File: src/rtl/alu_core_pkg.sv
package alu_core_pkg;

   // arithmetic / logic mode codes
   localparam logic [2:0] FN_SUB = 3'b010;
   localparam logic [2:0] FN_ADD = 3'b011;
   localparam logic [2:0] FN_XOR = 3'b100;
   localparam logic [2:0] FN_OR  = 3'b101;
   localparam logic [2:0] FN_AND = 3'b110;

   // condition-test mode codes
   localparam logic [2:0] TC_GT = 3'b001;
   localparam logic [2:0] TC_EQ = 3'b010;
   localparam logic [2:0] TC_GE = 3'b011;
   localparam logic [2:0] TC_LT = 3'b100;
   localparam logic [2:0] TC_NE = 3'b101;
   localparam logic [2:0] TC_LE = 3'b110;

   typedef enum logic [1:0] {
      MODE_ARITH = 2'd0,
      MODE_TEST  = 2'd1,
      MODE_FORCE = 2'd2
   } alu_mode_e;

   typedef struct packed {
      logic neg;   // sign bit of the difference
      logic ovf;   // signed overflow of the difference
      logic zero;  // difference is all zero
   } cmp_flags_t;

endpackage

File: src/rtl/alu_addsub.sv
module alu_addsub #(
   parameter int WIDTH = 32
) (
   input  logic [WIDTH-1:0] a_i,
   input  logic [WIDTH-1:0] b_i,
   input  logic             sub_i,
   output logic [WIDTH-1:0] sum_o,
   output logic             ovf_o
);
   localparam int MSB = WIDTH - 1;

   logic [WIDTH-1:0] b_eff;
   logic [WIDTH-1:0] cin_vec;

   assign b_eff   = b_i ^ {WIDTH{sub_i}};
   assign cin_vec = {{(WIDTH-1){1'b0}}, sub_i};
   assign sum_o   = a_i + b_eff + cin_vec;
   assign ovf_o   = (a_i[MSB] == b_eff[MSB]) && (sum_o[MSB] != a_i[MSB]);
endmodule

File: src/rtl/alu_zero_det.sv
module alu_zero_det #(
   parameter int WIDTH = 32,
   parameter int CHUNK = 4,
   parameter bit FLAT  = 1'b0
) (
   input  logic [WIDTH-1:0] vec_i,
   output logic             zero_o
);
   localparam int NCH  = (WIDTH + CHUNK - 1) / CHUNK;
   localparam int PADW = NCH * CHUNK;

   if (CHUNK < 1 || CHUNK > WIDTH) begin : g_bad_chunk
      $error("alu_zero_det: CHUNK must be in 1..WIDTH");
   end

   if (FLAT) begin : g_flat
      assign zero_o = ~|vec_i;
   end else begin : g_tree
      logic [PADW-1:0] padded;
      logic [NCH-1:0]  chunk_any;
      assign padded = PADW'(vec_i);
      for (genvar c = 0; c < NCH; c++) begin : g_chunk
         assign chunk_any[c] = |padded[c*CHUNK +: CHUNK];
      end
      assign zero_o = ~|chunk_any;
   end
endmodule

File: src/rtl/alu_relation.sv
module alu_relation
   import alu_core_pkg::*;
(
   input  cmp_flags_t flags_i,
   input  logic [2:0] code_i,
   output logic       holds_o
);
   logic lt, eq;

   assign lt = flags_i.neg ^ flags_i.ovf;
   assign eq = flags_i.zero;

   always_comb begin
      unique case (code_i)
         TC_GT:   holds_o = ~lt & ~eq;
         TC_EQ:   holds_o = eq;
         TC_GE:   holds_o = ~lt;
         TC_LT:   holds_o = lt;
         TC_NE:   holds_o = ~eq;
         TC_LE:   holds_o = lt | eq;
         default: holds_o = 1'b0;
      endcase
   end
endmodule

File: src/rtl/alu_bitwise.sv
module alu_bitwise
   import alu_core_pkg::*;
#(
   parameter int WIDTH = 32
) (
   input  logic [WIDTH-1:0] a_i,
   input  logic [WIDTH-1:0] b_i,
   input  logic [2:0]       code_i,
   output logic [WIDTH-1:0] res_o
);
   for (genvar i = 0; i < WIDTH; i++) begin : g_bit
      always_comb begin
         unique case (code_i)
            FN_AND:  res_o[i] = a_i[i] & b_i[i];
            FN_OR:   res_o[i] = a_i[i] | b_i[i];
            FN_XOR:  res_o[i] = a_i[i] ^ b_i[i];
            default: res_o[i] = 1'b0;
         endcase
      end
   end
endmodule

File: src/rtl/alu_core.sv
module alu_core
   import alu_core_pkg::*;
#(
   parameter int WIDTH      = 32,
   parameter int ZERO_CHUNK = 4,
   parameter bit ZERO_FLAT  = 1'b0
) (
   input  logic [WIDTH-1:0] opa_i,
   input  logic [WIDTH-1:0] opb_i,
   input  logic [2:0]       func_i,
   input  logic             force_add_i,
   input  logic             test_en_i,
   output logic [WIDTH-1:0] result_o
);
   localparam int MSB = WIDTH - 1;

   if (WIDTH < 2) begin : g_bad_width
      $error("alu_core: WIDTH must be at least 2");
   end
   if (ZERO_CHUNK < 1 || ZERO_CHUNK > WIDTH) begin : g_bad_zchunk
      $error("alu_core: ZERO_CHUNK must be in 1..WIDTH");
   end

   alu_mode_e        mode;
   logic             sub_sel;
   logic [WIDTH-1:0] diff_sum;
   logic             diff_ovf;
   logic             diff_zero;
   logic             rel_holds;
   logic [WIDTH-1:0] bit_res;
   cmp_flags_t       flags;

   always_comb begin
      if (force_add_i)     mode = MODE_FORCE;
      else if (test_en_i)  mode = MODE_TEST;
      else                 mode = MODE_ARITH;
   end

   // one adder serves add, subtract and the comparator
   assign sub_sel = (mode == MODE_TEST) ||
                    ((mode == MODE_ARITH) && (func_i == FN_SUB));

   alu_addsub #(.WIDTH(WIDTH)) u_addsub (
      .a_i   (opa_i),
      .b_i   (opb_i),
      .sub_i (sub_sel),
      .sum_o (diff_sum),
      .ovf_o (diff_ovf)
   );

   alu_zero_det #(.WIDTH(WIDTH), .CHUNK(ZERO_CHUNK), .FLAT(ZERO_FLAT)) u_zero (
      .vec_i  (diff_sum),
      .zero_o (diff_zero)
   );

   assign flags.neg  = diff_sum[MSB];
   assign flags.ovf  = diff_ovf;
   assign flags.zero = diff_zero;

   alu_relation u_rel (
      .flags_i (flags),
      .code_i  (func_i),
      .holds_o (rel_holds)
   );

   alu_bitwise #(.WIDTH(WIDTH)) u_bits (
      .a_i    (opa_i),
      .b_i    (opb_i),
      .code_i (func_i),
      .res_o  (bit_res)
   );

   always_comb begin
      unique case (mode)
         MODE_FORCE: result_o = diff_sum;
         MODE_TEST:  result_o = {{(WIDTH-1){1'b0}}, rel_holds};
         default: begin
            unique case (func_i)
               FN_ADD, FN_SUB:        result_o = diff_sum;
               FN_AND, FN_OR, FN_XOR: result_o = bit_res;
               default:               result_o = '0;
            endcase
         end
      endcase
   end
endmodule

File: config.mk
export PLATFORM = sky130hd
export DESIGN_NAME = alu_core
export DESIGN_NICKNAME = d
export VERILOG_FILES = /design/src/rtl/alu_core_pkg.sv /design/src/rtl/alu_addsub.sv /design/src/rtl/alu_zero_det.sv /design/src/rtl/alu_relation.sv /design/src/rtl/alu_bitwise.sv /design/src/rtl/alu_core.sv
export SDC_FILE = /design/constraint.sdc
export NUM_CORES = 1
export LEC_CHECK = 0
export ABC_AREA = 0
export CAP_MARGIN = 20
export CORE_MARGIN = 1.5
export CORE_UTILIZATION = 50
export DETAILED_ROUTE_END_ITERATION = 10
export DONT_BUFFER_PORTS = 1
export PLACE_DENSITY = 0.68
export SYNTH_ARGS = -nofsm -noshare
export SYNTH_HDL_FRONTEND = slang
export SYNTH_HIERARCHICAL = 1
export SYNTH_SLANG_ARGS = --single-unit
File: constraint.sdc
create_clock -name vclk -period 11.9
set_input_delay 1.785 -clock vclk [all_inputs]
set_output_delay 1.785 -clock vclk [all_outputs]
set_load 0.05 [all_outputs]
==> results.json, run 1 <==
{
  "status": "complete, but fails checks",
  "violations": "DRC",
  "multi_input_area_sq_mm": 0.00401,
  "startpoint": "func_i[2]",
  "drive_above_1_share_pct": 5.22,
  "cp-end-kind": "output pin",
  "setup_viol": 0,
  "synth-compound-area-share_pct": 30.1,
  "die_area_sq_mm": 0.00979,
  "yosysSeqAreaShare_pct": 0,
  "netSwitchingFraction_pct": 67.9,
  "critical_path_required_ns": 10.12,
  "vias_per_cell": 6.18,
  "n_antenna_cell": 0,
  "synthMuxAreaShare_pct": 0.734,
  "p_leak_nw": 2.23,
  "synthAdderAreaFrac_pct": 26.0,
  "die_w_microns": 99.0,
  "syn_inst": 646,
  "seqCellArea_sq_um": 0,
  "finalCriticalPeriod_ns": 8.40,
  "layout_common_cells": "ha_1, inv_1, nand2_1",
  "path_cells": "nand2b_1 -> o21ba_2 -> nor2_4 -> buf_4 -> xor2_1 -> inv_1 -> fa_1 -> nor2b_1 -> o31a_1 -> o211ai_2 -> o211ai_1 -> o21ai_1 -> o311ai_1 -> xor2_1 -> nor4_1 -> nand4_1 -> nor2_1 -> or4_1 -> o211ai_1 -> nand2_1 -> nor2_1 -> a221o_1",
  "syn_nets": 810,
  "power_frac_clock_pct": 0,
  "place.gp.congestion": 0.969,
  "drc": 8,
  "hp-class": "input port to output pin",
  "p_sw_w": 0.000255,
  "yosys.area_share.xor_xnor_pct": 11.4,
  "fillerInstances": 901,
  "ir_drop_uv": 32.1,
  "avgRoutedWirePerCell_microns": 16.2,
  "crit_slowest_cell": "or4_1",
  "finalHoldViolCount": 0,
  "layout_commonest_cell": "ha_1",
  "drt_iter0_drc": 302,
  "synth_area_per_cell_sq_um": 7.13,
  "final.setup.tns_ns": 0,
  "first_pass_iters": 9,
  "cp_data_arrival_time_ns": 6.62,
  "grt_max_degree": 86,
  "cp_slowest_stage_delay_ns": 0.52,
  "internal_power_w": 0.000120,
  "synthDistinctLibCells": 65,
  "cts_hold_buf": 0,
  "ios": 101,
  "slew_headroom_pct": 32.3,
  "postCtsSetupRepairBufs": 0,
  "synth_top_family_by_area": "compound AO/OA/AOI/OAI gates",
  "p_per_area_mw_per_mm2": 82.7,
  "ctsResizeCount": 0,
  "worstSetupStartpointType": "input port",
  "seq_cells": 0,
  "overflow": 0,
  "rows": 34,
  "antenna_left": 0,
  "slew_violations": 0,
  "worst_pin_slew_ns": 1.01,
  "crit_cells": 22,
  "crit_path_max_fanout": 32,
  "start_util_pct": 52.3,
  "grt_pass1_vias": 4151,
  "core_area_sq_mm": 0.00881,
  "synthToLayoutAreaGrowth_pct": -1.52,
  "port_buffers": 0,
  "pwr-share-seq_pct": 0,
  "antenna_found_initial": 0,
  "routed_wl_microns": 11700,
  "yosysWarnings": 6,
  "gr-usage-all-layers_pct": 23.2,
  "finish.utilization_pct": 51.5,
  "nClkBuffers": 0,
  "post-route-period-util_pct": 70.6,
  "num_vias": 4457,
  "crit_family": "compound AO/OA/AOI/OAI gates",
  "rsz0062_at_grt": "no",
  "layout.nets": 779,
  "synthSimpleGateAreaFrac_pct": 18.7,
  "critPathBufInv": 2,
  "fmax_mhz": 119,
  "die_y_microns": 99.0,
  "syn_area_sq_mm": 0.00460,
  "drv_cap": 0,
  "dpl.hpwl_microns": 9220,
  "grt_pass1_wl_microns": 19500,
  "comb_power_share_pct": 100.0,
  "worstSetupPathType": "input port to output pin",
  "endpoint": "result_o[0]"
}
==> how the worst min path moves through the flow <==
stage / start / cells past startpoint / slack (ns) / to
CTS: test_en_i / 2 / 4.02 / result_o[31]
detailed placement: test_en_i / 2 / 4.02 / result_o[31]
global route: test_en_i / 2 / 4.03 / result_o[31]
floorplan: test_en_i / 2 / 3.95 / result_o[30]
global placement: test_en_i / 2 / 4.02 / result_o[25]
finish: test_en_i / 2 / 4.02 / result_o[31]
==> layout make-up <==
type / instances / area share (%)
multi-input cells: 516 / 88.5
inverters: 93 / 7.70
repair buffers: 4 / 0.828
well taps: 108 / 2.98
==> metrics by stage <==
step                cell area (sq um)  hold slack (ns)  setup WS, ns  total power [W]  instances
floorplan                        4600             3.95          3.91         0.000325        646
global placement                 4520             4.02          3.73         0.000363        720
detailed placement               4520             4.02          3.55         0.000370        720
CTS                              4520             4.02          3.55         0.000372        720
global route                     4530             4.03          3.21         0.000404        721
finish                           4530             4.02          3.50         0.000375        721
==> logic make-up after synthesis <==
group                    after synthesis
multiplexers                           3
buffers and inverters                130
XOR/XNOR                              60
AND/OR/NAND/NOR                      165
adder cells (fa/ha/maj)               95
AO/OA/AOI/OAI                        193
==> per-layer routing <==
metal	vias to the layer above	part of all wire, %	global-route usage (%)
met4	0	1.2	3.63
met2	167	47	39.9
met5	-	0	0
met1	2080	45	31.3
met3	12	7.2	2.98
li1	2198	-	-
==> Yosys cell counts (7+ instances only) <==
cell type	n	area, sq um
nor2b_1	7	43.8
nor2_1	26	97.6
xnor2_1	16	140
clkbuf_1	13	48.8
ha_1	94	1180
inv_1	93	349
o21ai_0	50	250
o22ai_1	13	81.3
a21o_1	7	52.6
nand3_1	14	70.1
nand4_1	8	50.1
buf_6	13	146
xor2_1	44	385
nor4_1	7	43.8
o21a_1	7	52.6
a22o_1	31	272
o32ai_1	10	87.6
a21oi_1	27	135
nand2_1	70	263
==> power groups by stage <==
| stage | Combinational (W) | Clock [W] | Sequential (W) |
|---|---|---|---|
| after floorplan | 0.000325 | 0 | 0 |
| after global placement | 0.000363 | 0 | 0 |
| after detailed placement | 0.000370 | 0 | 0 |
| after CTS | 0.000372 | 0 | 0 |
| after global routing | 0.000404 | 0 | 0 |
| final | 0.000375 | 0 | 0 |
No activity file was read; power rests on OpenSTA's default activity.
==> run 2: changes to the inputs <==
Settings changed: PLACE_DENSITY 0.68 to 0.71.
Clock period 11.9 ns to 7.3 ns, I/O delays scaled along.
==> run 2 against run 1 <==
  * The flow still finishes with violations (DRC)
  * Highest routed layer unchanged
  * Via count fell by 1.8%
  * Count of clock-buffer cells in the layout did not move
  * Largest cell class unchanged
  * Largest power group unchanged
  * Setup slack got worse by 3.0 ns
==> results.json, run 2 (synthesis results as in run 1) <==
{
  "slew_headroom_pct": 49.3,
  "grt_pass1_vias": 4180,
  "hp-class": "input port to output pin",
  "die_area_sq_mm": 0.00979,
  "seq_cells": 0,
  "cp-end-kind": "output pin",
  "worstHoldStart": "test_en_i",
  "layout_common_cells": "ha_1, inv_1, nand2_1",
  "p_sw_w": 0.000415,
  "grt_pass1_wl_microns": 19500,
  "cp_data_arrival_time_ns": 5.68,
  "drv_cap": 0,
  "grt_max_degree": 86,
  "worstSetupPathType": "input port to output pin",
  "comb_power_share_pct": 100.0,
  "vias_per_cell": 6.06,
  "hold_depth": 2,
  "use_met3_pct": 2.77,
  "antenna_found_initial": 0,
  "ios": 101,
  "setup_viol": 0,
  "pwr-share-seq_pct": 0,
  "finalHoldViolCount": 0,
  "internal_power_w": 0.000197,
  "place.gp.congestion": 0.945,
  "p_leak_nw": 2.24,
  "avgRoutedWirePerCell_microns": 16.1,
  "worstSetupStartpointType": "input port",
  "busiest_layer": "met2",
  "use_met1_pct": 30.5,
  "drt_iter0_drc": 209,
  "total_power_w": 0.000612,
  "met2_usage_pct": 41.1,
  "status": "complete, but fails checks",
  "port_buffers": 0,
  "start_util_pct": 52.3,
  "slew_violations": 0,
  "rows": 34,
  "fmax_mhz": 148,
  "violations": "DRC",
  "core_area_sq_mm": 0.00881,
  "n_antenna_cell": 0,
  "seqCellArea_sq_um": 0,
  "worstHoldEndpoint": "result_o[1]",
  "critical_path_required_ns": 6.20,
  "drive_above_1_share_pct": 5.37,
  "synthToLayoutAreaGrowth_pct": -1.09,
  "finish.utilization_pct": 51.7,
  "die_w_microns": 99.0,
  "overflow": 0,
  "antenna_left": 0,
  "crit_path_max_fanout": 30,
  "die_y_microns": 99.0,
  "worst_pin_slew_ns": 0.760,
  "nClkBuffers": 0,
  "drc": 9,
  "gr-usage-all-layers_pct": 23.0,
  "ctsResizeCount": 0,
  "layout_commonest_cell": "ha_1",
  "cts_hold_buf": 0,
  "finalCriticalPeriod_ns": 6.78,
  "ir_drop_uv": 68.8,
  "p_per_area_mw_per_mm2": 134,
  "postCtsSetupRepairBufs": 0,
  "layout.nets": 780,
  "first_pass_iters": 8,
  "timing.hold.ws_ns": 2.57,
  "rsz0062_at_grt": "no",
  "post-route-period-util_pct": 92.9,
  "num_vias": 4376,
  "power_frac_clock_pct": 0,
  "netSwitchingFraction_pct": 67.8,
  "routed_wl_microns": 11600,
  "final.setup.tns_ns": 0,
  "dpl.hpwl_microns": 9300
}
run 2: cell count changes in the layout (fill, tap and decap cells not counted):
cell    previous run  this run
buf_4              3         4
buf_16             0         1
buf_8              1         0
run 2: worst max-delay path by stage:
| stage | from | end | slack [ns] | depth (start not counted) |
|---|---|---|---|---|
| 3_5_place_dp | func_i[2] | result_o[0] | 0.58 | 21 |
| 3_3_place_gp | func_i[2] | result_o[0] | 0.63 | 21 |
| 6_report | func_i[2] | result_o[0] | 0.52 | 21 |
| 4_1_cts | func_i[2] | result_o[0] | 0.58 | 21 |
| 5_1_grt | func_i[2] | result_o[0] | 0.18 | 21 |
| 2_1_floorplan | func_i[2] | result_o[0] | 0.69 | 23 |
run 2: final cells by class:
class                      count  area [sq um]
tap                          108           135
fill                         889          4250
inverter                      93           349
multi-input combinational    516          4010
timing repair buffer           5          57.6
run 2: critical path: stages:
cell and delay [ns]:
nand2b_1 0.15, o21ba_2 0.22, nor2_4 0.29, xor2_1 0.25, inv_1 0.09, fa_1 0.43
nor2b_1 0.19, o31a_1 0.24, o211ai_2 0.15, o211ai_1 0.28, o21ai_1 0.21, o31ai_1 0.34
xor2_1 0.26, nor4_1 0.10, nand4_1 0.12, nor2_1 0.07, or4_1 0.51, o211ai_1 0.10
nand2_1 0.07, nor2_1 0.08, a221o_1 0.43
run 2: metal layers:
metal,vias up,share of wire (%)
met5,-,0
met4,0,1.0
met3,11,6.9
met2,144,46
met1,2020,46
li1,2201,-
run 2: metrics by stage:
stage	cell area [sq um]	instances	worst slack [ns]
2_1_floorplan	4600	646	0.686
3_3_place_gp	4530	721	0.626
3_5_place_dp	4530	721	0.584
4_1_cts	4530	721	0.577
5_1_grt	4550	722	0.184
6_report	4550	722	0.521
run 2: power by group through the flow:
stage | registers [W] | logic, W | clock network (W)
after CTS | 0 | 0.000606 | 0
after global placement | 0 | 0.000594 | 0
after detailed placement | 0 | 0.000603 | 0
after floorplan | 0 | 0.000530 | 0
after global routing | 0 | 0.000663 | 0
final | 0 | 0.000612 | 0
==> run 3: changes to the inputs <==
Settings changed: MAX_ROUTING_LAYER set to met4, TNS_END_PERCENT set to 10.
==> run 3 against run 2 <==
  * The flow still finishes with violations (DRC)
  * Utilization stayed put
  * Critical path type unchanged
  * Worst hold slack worse by 0.0022 ns
  * Non-clock buffer count stayed put
  * First-iteration DRC count increased by 1.4%
  * Sequential share of layout area did not move
  * Maximum frequency fell by 0.77%
  * Via count is 0.80% higher
  * Cell area is the same
  * Cell count did not move
  * Die area is the same
  * Wire length up 0.10%
==> results.json, run 3 (synthesis results as in run 1) <==
{
  "layout_commonest_cell": "ha_1",
  "cp_slowest_stage_delay_ns": 0.51,
  "violations": "DRC",
  "crit_family": "compound AO/OA/AOI/OAI gates",
  "rows": 34,
  "antenna_found_initial": 0,
  "final.setup.tns_ns": 0,
  "post-route-period-util_pct": 93.6,
  "cts_hold_buf": 0,
  "num_vias": 4411,
  "worstSetupPathType": "input port to output pin",
  "start_util_pct": 52.3,
  "crit_cells": 21,
  "worstHoldStart": "test_en_i",
  "grt_pass1_vias": 4187,
  "worst_pin_slew_ns": 0.814,
  "first_pass_iters": 9,
  "ir_drop_uv": 62.4,
  "die_area_sq_mm": 0.00979,
  "crit_path_max_fanout": 30,
  "overflow": 0,
  "critPathBufInv": 1,
  "timing.hold.ws_ns": 2.57,
  "grt_max_degree": 86,
  "place.gp.congestion": 0.949,
  "seq_cells": 0,
  "layout_common_cells": "ha_1, inv_1, nand2_1",
  "port_buffers": 0,
  "endpoint": "result_o[0]",
  "ios": 101,
  "drv_cap": 0,
  "postCtsSetupRepairBufs": 0,
  "die_y_microns": 99.0,
  "drive_above_1_share_pct": 5.37,
  "cp_data_arrival_time_ns": 5.74,
  "rsz0062_at_grt": "no",
  "cp-end-kind": "output pin",
  "fmax_mhz": 146,
  "path_cells": "nand2b_1 -> o21ba_2 -> nor2_4 -> xor2_1 -> inv_1 -> fa_1 -> nor2b_1 -> o31a_1 -> o211ai_2 -> o211ai_1 -> o21ai_1 -> o311ai_1 -> xor2_1 -> nor4_1 -> nand4_1 -> nor2_1 -> or4_1 -> o211ai_1 -> nand2_1 -> nor2_1 -> a221o_1",
  "status": "complete, but fails checks",
  "dpl.hpwl_microns": 9370,
  "drt_iter0_drc": 212,
  "seqCellArea_sq_um": 0,
  "routed_wl_microns": 11600,
  "fillerInstances": 875,
  "hp-class": "input port to output pin",
  "crit_slowest_cell": "or4_1",
  "n_antenna_cell": 0,
  "nClkBuffers": 0,
  "vias_per_cell": 6.11,
  "gr-usage-all-layers_pct": 23.8,
  "synthToLayoutAreaGrowth_pct": -1.09,
  "critical_path_required_ns": 6.20,
  "grt_pass1_wl_microns": 19500,
  "p_leak_nw": 2.24,
  "p_per_area_mw_per_mm2": 135,
  "ctsResizeCount": 0,
  "antenna_left": 0,
  "layout.nets": 780,
  "drc": 9,
  "core_area_sq_mm": 0.00881,
  "slew_headroom_pct": 45.8,
  "finalCriticalPeriod_ns": 6.83,
  "die_w_microns": 99.0,
  "startpoint": "func_i[2]",
  "setup_viol": 0,
  "finalHoldViolCount": 0,
  "slew_violations": 0,
  "worstSetupStartpointType": "input port",
  "avgRoutedWirePerCell_microns": 16.1
}
[run 3: cell counts in the layout (fill, tap and decap cells not counted)]
Identical to the previous run, type by type.
[run 3: where the power goes]
| part | leakage (nW) | total [W] | internal [W] | switching [W] |
|---|---|---|---|---|
| clock | 0 | 0 | 0 | 0 |
| sequential | 0 | 0 | 0 | 0 |
| combinational | 2.24 | 0.000612 | 0.000197 | 0.000416 |
[run 3: per-stage QoR]
| stage | instance area (sq um) | worst slack [ns] | std cells | power (W) | utilization [%] |
|---|---|---|---|---|---|
| after floorplan | 4600 | 0.686 | 646 | 0.000530 | - |
| after global placement | 4530 | 0.600 | 721 | 0.000594 | 51.4 |
| after detailed placement | 4530 | 0.485 | 721 | 0.000604 | 51.4 |
| after CTS | 4530 | 0.475 | 721 | 0.000607 | 51.4 |
| after global routing | 4550 | 0.114 | 722 | 0.000664 | 51.7 |
| final | 4550 | 0.468 | 722 | 0.000612 | 51.7 |
[run 3: area by class of cell]
cell class | count | area (sq um) | area share (%)
Multi-Input combinational cell | 516 | 4010 | 88.1
Timing Repair Buffer | 5 | 57.6 | 1.26
Tap cell | 108 | 135 | 2.97
Inverter | 93 | 349 | 7.67
[run 3: worst min-delay path by stage]
stage | endpoint | slack (ns) | cells past startpoint
after CTS | result_o[1] | 2.57 | 2
after floorplan | result_o[30] | 2.57 | 2
after global routing | result_o[1] | 2.58 | 2
after global placement | result_o[1] | 2.57 | 2
after detailed placement | result_o[1] | 2.57 | 2
final | result_o[1] | 2.57 | 2
[run 3: per-layer routing]
metal  wire length, microns  share of wire (%)  up-vias  track usage (%)
met3                    690                5.9        6             1.63
met2                   5490                 47      155             40.9
met1                   5400                 46     2044             32.0
li1                       -                  -     2206                -
met5                      0                  0        -                -
met4                     48               0.41        0             1.76
